**config.mk**
```make
export PLATFORM = sky130hd
export DESIGN_NAME = smbus_ptr_slave
export DESIGN_NICKNAME = d
export VERILOG_FILES = /design/src/rtl/smbus_ptr_slave.sv
export SDC_FILE = /design/constraint.sdc
export NUM_CORES = 1
export LEC_CHECK = 0
export CORE_MARGIN = 10
export CORE_UTILIZATION = 58
export DETAILED_ROUTE_END_ITERATION = 8
export PLACE_DENSITY_LB_ADDON = 0.1
export SLEW_MARGIN = 40
export SYNTH_ARGS = -nofsm -noshare
export SYNTH_HDL_FRONTEND = slang
export SYNTH_SLANG_ARGS = --single-unit
```
**constraint.sdc**
```tcl
create_clock -name clk -period 3.3 [get_ports clk]
set_input_delay 0.33 -clock clk [delete_from_list [all_inputs] [get_ports clk]]
set_output_delay 0.33 -clock clk [all_outputs]
set_load 0.05 [all_outputs]
```
**src/rtl/smbus_ptr_slave.sv**
```systemverilog
module smbus_ptr_slave #(
  parameter int       FILT_LEN  = 3,
  parameter bit [6:0] ADDR_BASE = 7'h2C
) (
  input  logic       clk,
  input  logic       rst_n,
  input  logic       addr_sel,
  input  logic       scl_in,
  input  logic       sda_in,
  output logic       sda_oe,
  output logic [7:0] reg_addr,
  output logic       reg_we,
  output logic [7:0] reg_wdata,
  input  logic [7:0] reg_rdata
);

  typedef enum logic [2:0] {S_IDLE, S_RX, S_ACK, S_TX, S_RACK} st_t;

  logic [1:0]          scl_s, sda_s;
  logic [FILT_LEN-1:0] scl_h, sda_h;
  logic                scl_f, sda_f, scl_q, sda_q;
  logic                sel_q;
  st_t                 st;
  logic [3:0]          cnt;
  logic [7:0]          sh;
  logic [1:0]          phase;
  logic                rw, ack_q;
  logic [6:0]          my_addr;

  always_ff @(posedge clk) begin
    if (!rst_n) sel_q <= addr_sel;
  end
  assign my_addr = {ADDR_BASE[6:1], sel_q};

  always_ff @(posedge clk) begin
    if (!rst_n) begin
      scl_s <= '1; sda_s <= '1; scl_h <= '1; sda_h <= '1;
      scl_f <= 1'b1; sda_f <= 1'b1; scl_q <= 1'b1; sda_q <= 1'b1;
    end else begin
      scl_s <= {scl_s[0], scl_in};
      sda_s <= {sda_s[0], sda_in};
      scl_h <= {scl_h[FILT_LEN-2:0], scl_s[1]};
      sda_h <= {sda_h[FILT_LEN-2:0], sda_s[1]};
      if (&scl_h) scl_f <= 1'b1; else if (~|scl_h) scl_f <= 1'b0;
      if (&sda_h) sda_f <= 1'b1; else if (~|sda_h) sda_f <= 1'b0;
      scl_q <= scl_f;
      sda_q <= sda_f;
    end
  end

  wire start_det = scl_f & scl_q & sda_q & ~sda_f;
  wire stop_det  = scl_f & scl_q & ~sda_q & sda_f;
  wire scl_rise  = scl_f & ~scl_q;
  wire scl_fall  = ~scl_f & scl_q;

  always_ff @(posedge clk) begin
    if (!rst_n) begin
      st <= S_IDLE; cnt <= '0; sh <= '0; phase <= '0;
      rw <= 1'b0; ack_q <= 1'b0; reg_addr <= '0; reg_we <= 1'b0; reg_wdata <= '0;
    end else begin
      reg_we <= 1'b0;
      if (stop_det) st <= S_IDLE;
      else if (start_det) begin
        st <= S_RX; cnt <= '0; phase <= '0;
      end else begin
        unique case (st)
          S_RX:
            if (scl_rise) begin
              sh  <= {sh[6:0], sda_f};
              cnt <= cnt + 4'd1;
            end else if (scl_fall && cnt == 4'd8) begin
              cnt <= '0;
              if (phase == 2'd0) begin
                if (sh[7:1] == my_addr) begin
                  st <= S_ACK; ack_q <= 1'b1; rw <= sh[0]; sh <= reg_rdata;
                end else st <= S_IDLE;
              end else begin
                st    <= S_ACK;
                ack_q <= (phase != 2'd3);
                if (phase == 2'd1) reg_addr <= sh;
                if (phase == 2'd2) begin reg_we <= 1'b1; reg_wdata <= sh; end
              end
            end
          S_ACK:
            if (scl_fall) begin
              cnt <= '0;
              if (phase == 2'd0 && rw) st <= S_TX;
              else begin
                st <= S_RX;
                if (phase != 2'd3) phase <= phase + 2'd1;
              end
            end
          S_TX:
            if (scl_fall) begin
              if (cnt == 4'd7) st <= S_RACK;
              else begin sh <= {sh[6:0], 1'b0}; cnt <= cnt + 4'd1; end
            end
          S_RACK:
            if (scl_fall) st <= S_IDLE;
          default: st <= S_IDLE;
        endcase
      end
    end
  end

  assign sda_oe = (st == S_ACK && ack_q) || (st == S_TX && !sh[7]);

  p_we_pulse_r5: assert property (@(posedge clk) disable iff (!rst_n)
    reg_we |=> !reg_we);
  p_we_with_ack_r5: assert property (@(posedge clk) disable iff (!rst_n)
    reg_we |-> sda_oe);
  p_ptr_hold_tx_r7: assert property (@(posedge clk) disable iff (!rst_n)
    (st == S_TX) |-> $stable(reg_addr));
  p_stop_release_r2: assert property (@(posedge clk) disable iff (!rst_n)
    stop_det |=> !sda_oe);
  p_strap_hold_r1: assert property (@(posedge clk) disable iff (!rst_n)
    $past(rst_n) |-> $stable(sel_q));
  p_oe_scl_low_r3: assert property (@(posedge clk) disable iff (!rst_n)
    !$stable(sda_oe) |-> !scl_f);

endmodule

```
# After elaboration in Yosys (flattened, before gate mapping)
# Index checks and enable logic that the tools add are counted.
[classes]
n_mux = 33
n_bitwise = 18
reduce_logical = 30
eq_ne = 30
addsub = 2
[op_table]
columns = ["operator", "count"]
rows = [
  ["8-bit 2-to-1 mux", 6],
  ["3-bit inequality test, second input constant", 10],
  ["4-bit 2-to-1 mux", 6],
  ["6-bit AND reduction", 4],
  ["3-bit 2-to-1 mux", 7],
  ["7-bit AND reduction", 3],
  ["2-bit inequality test, second input constant", 9],
  ["8-bit one-hot mux with 2 select lines", 1],
  ["2-bit 2-to-1 mux", 7],
  ["3-bit one-hot mux with 4 select lines", 1],
  ["4-bit one-hot mux with 3 select lines", 1],
  ["1-bit inverter", 11],
  ["3-bit OR reduction", 3],
  ["8-bit AND reduction", 1],
  ["2-bit nonzero test", 4],
  ["1-bit bitwise AND", 7],
  ["7-bit by 6-bit equality test with 1-bit output", 1],
  ["7-bit OR reduction", 1],
  ["3-bit by 2-bit equality test with 1-bit output, second input constant", 2],
  ["3-bit AND reduction", 2],
  ["2-bit OR reduction", 3],
  ["5-bit AND reduction", 1],
  ["4-bit by 1-bit adder with 4-bit output, second input constant", 1],
  ["4-bit by 3-bit equality test with 1-bit output, second input constant", 1],
  ["other kinds (14)", 20],
]
[word_totals]
output_inout_bits = 18
wordCells = 132
register_bits = 51
in_bits = 13

# Longest topological paths before layout
[logic_depth]
ltp_word = 7
ltp_mapped = 9

# Worst setup path before layout
# Ideal clock, no wire load.
[synth_timing]
kind = "reg-to-output"
start = "register st[1]"
end = "output sda_oe"
stages_incl_launch_ff = 4
setup_slack_ns = 1.133
path_buffers = 1
required_ns = 2.970
arrival_time_ns = 1.837
path_cell_list = "dfxtp_1 > clkbuf_1 > nand2b_1 > a211oi_1"
[synth_via]
elab_chain_len = 3
[synth_rtl]
columns = ["item", "line_no", "rtl"]
rows = [
  ["start, declared", "23", "st_t st;"],
  ["start signal, assigned", "58", "st <= S_IDLE; cnt <= '0; sh <= '0; phase <= '0;"],
  ["start signal, assigned", "62", "if (stop_det) st <= S_IDLE;"],
  ["start signal, assigned", "64", "st <= S_RX; cnt <= '0; phase <= '0;"],
  ["3-bit by 2-bit equality test with 1-bit output", "106", "assign sda_oe = (st == S_ACK && ack_q) || (st == S_TX && !sh[7]);"],
  ["1-bit logical AND", "106", ""],
  ["1-bit logical OR (*)", "106", ""],
  ["end, declared", "10", "output logic sda_oe,"],
]
# Mark *: on every way between the ends. The rest lies on a longest branch, timed or not.

# Worst setup path after layout
# Same ends and word-level chain as after synthesis.

==> results.md <==
Outcome:
- The flow ran to the end, and the final reports show no timing, DRC or antenna violations.

Clock network:
- The later pin in the worst-skew pair is clocked with a latency of 0.30 ns.
- In this run, post-CTS repair resized a total of 0 instances.
- Counting along the longest clock path gives a buffer depth of 2.
- The number of CTS-inserted buffers is 5.
- The clock tree from TritonCTS is done.
- The clock-pin slew on the worst setup and hold paths is 0.09 ns.
- The cts-stage hold buffer count is 0.
- Buffers added to address setup during post-CTS repair amount to 0.
- The clock root buffer is sky130_fd_sc_hd__clkbuf_8.
- The clock drives 51 sinks.
- The H-tree level count is 2.

Routing:
- In the routed design, unresolved DRC markers number 0.
- The number of iterations in the first detailed-routing pass is 4.
- For this block, the initial DRC count from the detailed router was 135.
- The number of nets with antenna violations after routing is 0.
- The average routed wire per standard cell is 15.28 um.
- The routed design has 4844 um of wire.
- The average vias per placed instance is 5.767.
- The count of vias placed by the detailed router is 1,828.

Logic synthesis:
- The mean area per synthesized cell is 9.759 um2.
- In the synthesized netlist, the number of instances is 240.
- The number of flops mapped to enable cells by yosys is 1.
- The synthesized netlist contains 47 unique library cells.
- The most used flip-flop cell after synthesis is sky130_fd_sc_hd__dfxtp_1.
- The number of storage elements in the synthesis netlist is 51.
- The fraction of post-synthesis cell area in the top cell type by area is 42.74%.
- The synthesized cell area is 2342 um2.
- The share of synthesized flip-flops with an asynchronous set or reset is 0%.
- In the post-synthesis netlist, the biggest area contributors are sky130_fd_sc_hd__dfxtp_1 43%, sky130_fd_sc_hd__mux2i_1 11%, sky130_fd_sc_hd__nand2b_1 4.3%.
- For this run, the register share of the synthesized area comes to 44.02%.
- The net count after synthesis is 260.
- The count of warnings emitted by yosys is 0.
- The post-synthesis cell type with the largest combined area is sky130_fd_sc_hd__dfxtp_1.

GRT:
- The initial antenna violation count came to 0.
- The first global-routing pass estimated 7983 um of wire.
- The residual overflow from global routing is 0.
- Entering global routing, the biggest net connects 27 pins.
- The via count of the first global-routing pass is 1,700.
- Global routing used 13.28% of the available tracks across all layers.

STA:
- Setup violations remaining at the end of the flow were counted as 0.
- After layout, the minimum clock period comes to 2.370 ns.
- For the pin with the worst max-slew slack, the measured transition is 0.6278 ns.
- The maximum clock frequency is 421.9 MHz.
- Setup repair after global routing left no endpoint under its margin.
- The worst pin sits at a relative slew slack of 58.02%.
- The number of hold-slack violations in the final timing report was 0.
- The number of pins with negative max-slew slack in the final report was 0.
- The final critical path takes up 71.82% of the cycle.
- The clock arrives with 0.003733 ns of skew.
- For the final routed database, the setup TNS stands at 0 ns.

Finish:
- The post-route non-filler standard cell count is 317.
- Leaving out fill and tap cells, the most frequent cell in the layout is sky130_fd_sc_hd__dfxtp_1.
- The number of fillers in the final layout is 322.
- Of the cells placed in the final design, the portion with a size suffix greater than 1 is 7.491%.
- The relative area change from synthesis to final layout is 18.75%.
- The final layout contains 286 nets.
- The number of antenna diodes in the final layout is 0.
- In the layout the commonest cells are 50 x sky130_fd_sc_hd__dfxtp_1, 30 x sky130_fd_sc_hd__clkdlybuf4s50_1, 26 x sky130_fd_sc_hd__mux2i_1.

Power and ir drop:
- The total internal power is 942.4 uW.
- In this run the power spent charging and discharging nets is 224.8 uW.
- The power per standard cell area is 419.7 nW/um2.
- Per report_power, the combinational group accounts for 2.9% of the total.
- The maximum VDD drop is 0.3330 mV.
- The clock network accounts for 43.7% of the total power.
- The part of the total power dissipated in sequential elements is 53.4%.
- The static leakage power is 0.001015 uW.
- Of the total power, the share spent switching nets is 19.26%.

Setup path:
- The worst path required time is 2.97 ns.
- The critical path arrival is 2.04 ns.
- The setup path with the least slack is of type reg2out.
- The element type at the critical path start is a flip-flop.
- In this run the worst path has a maximum fanout of 10.
- The largest incremental delay on the critical path is 0.84 ns.
- The endpoint of the lowest-slack register-to-register path is sh[3].
- The category of the worst setup path capture point is a primary output.
- The slowest stage of the critical path is the sky130_fd_sc_hd__clkdlybuf4s50_1 cell.
- Counting cells, the worst reg-to-reg path comes to 7.
- The worst register-to-register path has a setup slack of 1.03 ns.
- In this design, the largest share of critical-path delay is due to buffers and inverters.
- The worst register-to-register path begins at cnt[0].
- Traced cell by cell, the critical path runs through nand2b_1 > a211oi_1 > clkdlybuf4s50_1.
- Together, buffers and inverters on the worst path number 1.

Floorplan:
- The number of top-level design ports is 31.
- In this run the core area contains 23 standard-cell rows.
- In this run the vertical extent of the chip is 83.55 um.
- After floorplanning, the core was sized to cover 3943 um2.
- Once the floorplan was initialized, standard cells occupied 59.41% of the core.
- The floorplan step defined a die boundary enclosing 6981 um2.
- The width of the die is 83.55 um.

Hold path:
- The end point of the worst hold path is scl_s[1].
- Along the worst hold path, the cell count comes to 1.
- The origin of the worst min-delay path is scl_s[0].
- The type of the worst min-delay path is reg2reg.

Placement:
- The cell total after placement is 309.
- At the end of routability-driven placement, the weighted congestion stood at 0.8960.
- The detailed placement HPWL is 3373 um.
- The count of buffers inserted at the top-level ports is 30.

Flow run:
- The tool flagged a number of max-cap violations equal to 0.
==> kinds of logic (layout without fill, tap and decap cells) <==
family	Yosys count	in the layout	share of synthesized area (%)
muxes	26	26	11.11
DFF	51	51	44.02
buffers and inverters	21	48	4.487
and+or+nand+nor	86	86	20.83
xor gates and xnor gates	3	3	1.122
adders and majority gates	7	7	3.739
AOI/OAI and AO/OA	46	46	14.69
==> cell usage after synthesis (2+ instances only) <==
master                      n
sky130_fd_sc_hd__o21ai_0    3
sky130_fd_sc_hd__nand2_1   10
sky130_fd_sc_hd__a311oi_1   8
sky130_fd_sc_hd__a21oi_2    3
sky130_fd_sc_hd__nand3b_1   2
sky130_fd_sc_hd__nand4b_1   5
sky130_fd_sc_hd__o21a_1     2
sky130_fd_sc_hd__xnor2_1    3
sky130_fd_sc_hd__clkbuf_1   7
sky130_fd_sc_hd__nand4_1    2
sky130_fd_sc_hd__a21boi_0   2
sky130_fd_sc_hd__or3_1      3
sky130_fd_sc_hd__inv_1      7
sky130_fd_sc_hd__o211ai_1   2
sky130_fd_sc_hd__buf_6      3
sky130_fd_sc_hd__a21oi_1   12
sky130_fd_sc_hd__buf_2      2
sky130_fd_sc_hd__a211oi_1   3
sky130_fd_sc_hd__ha_1       7
sky130_fd_sc_hd__nor2b_1    3
sky130_fd_sc_hd__nand3_1    7
sky130_fd_sc_hd__o22ai_1    3
sky130_fd_sc_hd__nor3_1     3
sky130_fd_sc_hd__and2_1     2
sky130_fd_sc_hd__dfxtp_1   50
sky130_fd_sc_hd__mux2i_1   26
sky130_fd_sc_hd__nor2_1    25
sky130_fd_sc_hd__nand2b_1  16
==> registers in the layout, summed over array words and instances (netlist names), 2 cells and up <==
signal	flops
phase	2
scl_s	2
reg_addr	8
scl_h	3
reg_wdata	8
sda_h	3
sda_s	2
sh	8
cnt	4
st	3
==> cell type report <==
type,count,area (um2),share of cell area (%)
Tap cell,50,62.56,2.249
Sequential cell,51,1031,37.07
Clock buffer,5,68.82,2.474
Multi-Input combinational cell,168,1206,43.36
Clock inverter,3,67.56,2.429
Inverter,8,30.03,1.080
Timing Repair Buffer,32,315.3,11.34
==> layer usage <==
layer	global-route usage, %	wire [um]	vias to the layer above
li1	-	-	906
met1	16.62	2248	859
met2	20.08	2185	55
met3	5.273	340	8
met4	4.718	70	0
met5	0	0	-
==> power groups by stage <==
stage          logic (uW)  registers, uW  clock network [uW]
2_1_floorplan        15.6            637                   0
3_3_place_gp         34.6            637                   0
3_5_place_dp         34.6            638                   0
4_1_cts              34.8            623                 518
5_1_grt              37.6            624                 540
6_report             34.4            623                 510
==> worst reg2reg max path: cells and delay by family (launching register included) <==
family	cells	cell delay, ns
buffers and inverters	1	0.09
adders and majority gates	1	0.16
AOI/OAI and AO/OA	3	1.05
and+or+nand+nor	2	0.53
DFF	1	0.35
==> metrics by stage <==
stage | power, uW | utilization [%] | instance area (um2) | worst slack, ns | hold slack (ns)
floorplan | 652.6 | - | 2342 | 1.133 | 0.3863
global placement | 671.9 | 67.09 | 2645 | 1.205 | 0.3912
detailed placement | 672.2 | 67.09 | 2645 | 1.153 | 0.3909
CTS | 1176 | 70.55 | 2781 | 0.9094 | 0.4140
global route | 1201 | 70.55 | 2781 | 0.8263 | 0.4326
finish | 1167 | 70.55 | 2781 | 0.9300 | 0.4126
==> worst max-delay path by stage <==
stage                start     end  depth (start not counted)
finish               st[1]  sda_oe                          3
global route         st[1]  sda_oe                          3
CTS                  st[1]  sda_oe                          3
detailed placement   scl_f   sh[3]                          5
global placement    cnt[0]   sh[6]                          7
floorplan            st[1]  sda_oe                          3
Note: power is estimated with default switching activity, not from simulation.
